--- src/rtl/mdio_master.sv ---
module mdio_master #(
  parameter int HALF_CYC = 13
) (
  input  logic        clk,
  input  logic        rst,
  input  logic        req_valid,
  input  logic        req_write,
  input  logic        req_c45,
  input  logic [4:0]  req_phy,
  input  logic [20:0] req_addr,
  input  logic [15:0] req_wdata,
  input  logic [31:0] ta_ignore_mask,
  input  logic        mdio_in,
  output logic        busy,
  output logic        done,
  output logic [15:0] rd_data,
  output logic        err,
  output logic        mdc,
  output logic        mdio_out,
  output logic        mdio_oe
);
  localparam int CW = (HALF_CYC > 1) ? $clog2(HALF_CYC) : 1;
  localparam logic [CW-1:0] CNT_LAST = CW'(HALF_CYC - 1);
  localparam logic [6:0] WR_LEN = 7'd64;
  localparam logic [6:0] RD_LEN = 7'd46;

  typedef enum logic [1:0] {S_IDLE, S_ADDR, S_XFER, S_FLUSH} st_t;

  st_t         st;
  logic        ph;
  logic [CW-1:0] cnt;
  logic [6:0]  idx;
  logic        wr, c45;
  logic [4:0]  phy;
  logic [20:0] addr;
  logic [15:0] wdata, rsh;

  logic        tick, slot_end, rd_frame;
  logic [1:0]  start_bits, op_bits;
  logic [4:0]  regf;
  logic [15:0] payload;
  logic [63:0] frame;
  logic [6:0]  drive_len;

  assign tick       = (cnt == CNT_LAST);
  assign slot_end   = (st != S_IDLE) && ph && tick;
  assign rd_frame   = (st == S_XFER) && !wr;
  assign start_bits = c45 ? 2'b00 : 2'b01;
  assign op_bits    = (st == S_ADDR) ? 2'b00 :
                      wr             ? 2'b01 :
                      c45            ? 2'b11 : 2'b10;
  assign regf       = c45 ? addr[20:16] : addr[4:0];
  assign payload    = (st == S_ADDR) ? addr[15:0] : wdata;
  assign frame      = {32'hFFFF_FFFF, start_bits, op_bits, phy, regf, 2'b10, payload};
  assign drive_len  = rd_frame ? RD_LEN : WR_LEN;

  assign busy     = (st != S_IDLE);
  assign mdc      = ph;
  assign mdio_oe  = ((st == S_ADDR) || (st == S_XFER)) && (idx < drive_len);
  assign mdio_out = mdio_oe && frame[6'd63 - idx[5:0]];

  always_ff @(posedge clk) begin
    if (rst) begin
      st      <= S_IDLE;
      ph      <= 1'b0;
      cnt     <= '0;
      idx     <= '0;
      wr      <= 1'b0;
      c45     <= 1'b0;
      phy     <= '0;
      addr    <= '0;
      wdata   <= '0;
      rsh     <= '0;
      rd_data <= '0;
      err     <= 1'b0;
      done    <= 1'b0;
    end else begin
      done <= 1'b0;
      if (st == S_IDLE) begin
        cnt <= '0;
        ph  <= 1'b0;
        if (req_valid) begin
          wr    <= req_write;
          c45   <= req_c45;
          phy   <= req_phy;
          addr  <= req_addr;
          wdata <= req_wdata;
          idx   <= '0;
          st    <= req_c45 ? S_ADDR : S_XFER;
        end
      end else begin
        cnt <= tick ? '0 : cnt + 1'b1;
        if (tick) ph <= ~ph;
        if (slot_end) begin
          idx <= idx + 7'd1;
          case (st)
            S_ADDR: if (idx == WR_LEN) begin
              st  <= S_XFER;
              idx <= '0;
            end
            S_XFER: begin
              if (wr) begin
                if (idx == WR_LEN) begin
                  st   <= S_IDLE;
                  done <= 1'b1;
                  err  <= 1'b0;
                end
              end else if (idx == RD_LEN) begin
                if (mdio_in && !ta_ignore_mask[phy]) begin
                  st  <= S_FLUSH;
                  idx <= '0;
                end
              end else if (idx <= 7'd62) begin
                rsh <= {rsh[14:0], mdio_in};
              end else begin
                st      <= S_IDLE;
                done    <= 1'b1;
                rd_data <= rsh;
                err     <= 1'b0;
              end
            end
            S_FLUSH: if (idx == 7'd31) begin
              st      <= S_IDLE;
              done    <= 1'b1;
              rd_data <= 16'hFFFF;
              err     <= 1'b1;
            end
            default: ;
          endcase
        end
      end
    end
  end
endmodule

--- config.mk ---
export PLATFORM = sky130hd
export DESIGN_NAME = mdio_master
export DESIGN_NICKNAME = d
export VERILOG_FILES = /design/src/rtl/mdio_master.sv
export SDC_FILE = /design/constraint.sdc
export NUM_CORES = 1
export LEC_CHECK = 0
export BUFFER_PORTS_ARGS = -buffer_cell sky130_fd_sc_hd__buf_4
export CAP_MARGIN = 20
export CORE_MARGIN = 8
export CORE_UTILIZATION = 40
export CTS_BUF_LIST = sky130_fd_sc_hd__clkbuf_2 sky130_fd_sc_hd__clkbuf_4 sky130_fd_sc_hd__clkbuf_8
export CTS_CLUSTER_DIAMETER = 80
export DETAILED_ROUTE_END_ITERATION = 7
export SLEW_MARGIN = 5
export SYNTH_ARGS = -nofsm -noshare
export SYNTH_HDL_FRONTEND = slang
export SYNTH_SLANG_ARGS = --single-unit
export TNS_END_PERCENT = 1
--- constraint.sdc ---
create_clock -name clk -period 7 [get_ports clk]
set_clock_uncertainty 0.1 [all_clocks]
set_input_delay 1.4 -clock clk [delete_from_list [all_inputs] [get_ports clk]]
set_output_delay 1.4 -clock clk [all_outputs]
set_load 0.05 [all_outputs]
==> results.toml <==
[floorplan]
dieArea_mm2 = 0.01533
die_w_um = 123.8
coreArea_mm2 = 0.01137
fp-row-count = 39
io_pins = 102
initial_core_util_pct = 40.90
die_y_um = 123.8

[placed_design]
gp_congestion = 0.8447
post_dp_cell_area_mm2 = 0.005393
io_buffers = 101
dpl.hpwl_um = 8528

[final_layout]
drive_above_1_share_pct = 23.25
final_common_cell = "nand2_1"
final_nets = 717
antenna_cells = 0
syn2layout_area_growth_pct = 20.74
layout_common_cells = "111 x nand2_1, 103 x buf_4, 92 x dfxtp_1, 64 x nor2_1, 56 x a21oi_1"
final_area_mm2 = 0.005615

[pwr]
vdd_drop_max_mv = 0.1787
total_power_mw = 1.422
leakage_nw = 2.323
power.density_mw_per_mm2 = 253.2

[timing]
finalHoldViolations = 0
timing.setup.tns_ns = 0
setup_violations = 0
whs_ns = 0.3595
fmax_ghz = 0.2152
rsz0062_at_grt = "false"
finalCriticalPeriod_ns = 4.648
tightest_slew_ns = 0.8790
slew_viol_final = 0
slew_headroom_pct = 41.40
post-route-period-util_pct = 66.40

[job]
maxCapViolations = 0

[worst_setup_path]
critPathRequiredTime_ns = 5.50
critPathArrivalTime_ns = 3.15
critPathLaunchType = "flip-flop"
setup.worst_path.end_class = "output port"
path_max_fanout = 11
criticalPathCategory = "flip-flop to output port"

[clocking]
cts_buffers = 9
clockBufferDepth = 2
hold_buffers = 0
clock_latency_ns = 0.36
clock_sinks = 92
post-cts-setup-buffer-count = 0
cts_resized = 0
cts_tree = "built"
path_clk_slew_ns = 0.09
cts-root-buf = "clkbuf_8"
cts_htree_levels = 3

[grt]
grt_max_degree = 86
grt_pass1_wl_um = 19090
grt_overflow = 0
grt_pass1_vias = 3957
track_usage_pct = 15.51
antenna_found_initial = 0

[hold_path]
min-delay-path-class = "flip-flop to flip-flop"

[synth]
yosys_warnings = 0
synth_top_area_share_pct = 39.60
async_flop_share_pct = 0
synth_nets = 642
syn_inst = 548
ys_seq_area_share_pct = 39.60
synth_edf_count = 0
synth_ff_type = "dfxtp_1"
synth_area_per_cell_um2 = 8.487
yosys-top-cells-area = "dfxtp_1 40%, nand2_1 9.0%, mux4_2 6.8%"
synth_cell_types = 54
ys_ff_latch = 92
synth.cell_area_mm2 = 0.004651
synth_top_cell_by_area = "dfxtp_1"

[routing]
wl_um = 11650
drt_iter0_drc = 232
vias = 4041
drcViolationCount = 0
wire_per_inst_um = 15.11
post_drt_via_cell_ratio = 5.241
drtAntennaViolNets = 0
firstDrtPassIters = 4

[status]
status = "finished, final reports clean"
per-stage QoR:
| step | util [%] | setup WS (ns) | std cells |
|---|---|---|---|
| finish | 49.39 | 2.352 | 771 |
| CTS | 49.13 | 2.317 | 769 |
| global route | 49.39 | 2.175 | 771 |
| floorplan | - | 2.584 | 548 |
| global placement | 47.43 | 2.811 | 753 |
| detailed placement | 47.43 | 2.727 | 753 |
state kept, by name, summed over array words and instances, names as in the netlist:
register / count
addr: 21
c45: 1
cnt: 4
done: 1
err: 1
idx: 7
mdc: 1
phy: 5
rd_data: 16
rsh: 16
st: 2
wdata: 16
wr: 1
synth_stat cells, types with 3 or more instances:
cell type / count
and2_1: 4
inv_1: 16
a211oi_1: 20
buf_2: 8
clkbuf_8: 3
o221ai_1: 5
nand2b_1: 5
nand3_1: 9
nand2_1: 111
a31oi_1: 4
nor3_1: 7
mux2i_1: 31
mux4_2: 14
nor2_1: 65
ha_1: 14
and2b_2: 3
nor2b_1: 6
clkbuf_1: 25
xor2_1: 3
a21oi_1: 56
o21ai_0: 5
nand4_1: 3
a22oi_1: 3
dfxtp_1: 92
cell families (layout without fill, tap and decap cells):
group | count (synthesis) | in the layout | synth area share, %
flops | 92 | 92 | 39.60
mux | 45 | 45 | 13.45
compound gates | 112 | 112 | 15.25
buf+inv | 57 | 137 | 5.865
xor+xnor | 4 | 4 | 0.7534
fa+ha+maj | 14 | 14 | 3.767
simple gates | 224 | 224 | 21.31
worst paths after layout:
path,endpoint,start,depth (start not counted),slack (ns)
min,wdata[11],wdata[11],2,0.36
max,mdio_out,st[1],8,2.35
min reg2reg,wdata[11],wdata[11],2,0.36
max reg2reg,rsh[15],idx[0],8,3.86
final cells by class:
cell class	instances	area, um^2
inverters	16	60.06
clock buffers	10	137.6
fillers	1128	5754
multi-input cells	399	2539
clock inverters	6	55.05
flip-flops and latches	92	1842
well taps	143	178.9
repair buffers	105	803.3
per-layer routing:
metal / routed length, um / track usage, % / up-vias / part of all wire, %
li1: - / - / 2052 / -
met1: 5321 / 19.83 / 1896 / 46
met2: 5692 / 25.61 / 82 / 49
met3: 482 / 2.947 / 11 / 4.1
met4: 155 / 5.493 / 0 / 1.3
met5: 0 / 0 / - / 0
worst max-delay path: stages (launching register included):
cell      delay, ns
dfxtp_1        0.35
inv_1          0.10
ha_1           0.55
mux4_2         0.58
mux4_2         0.46
nor2b_1        0.14
a211oi_1       0.28
a211oi_1       0.11
buf_4          0.21
power by group:
part | switching [mW] | internal (mW) | total, mW
clock | 0.199 | 0.145 | 0.345
combinational | 0.267 | 0.184 | 0.451
sequential | 0.0518 | 0.574 | 0.626
Note: power is estimated with default switching activity, not from simulation.
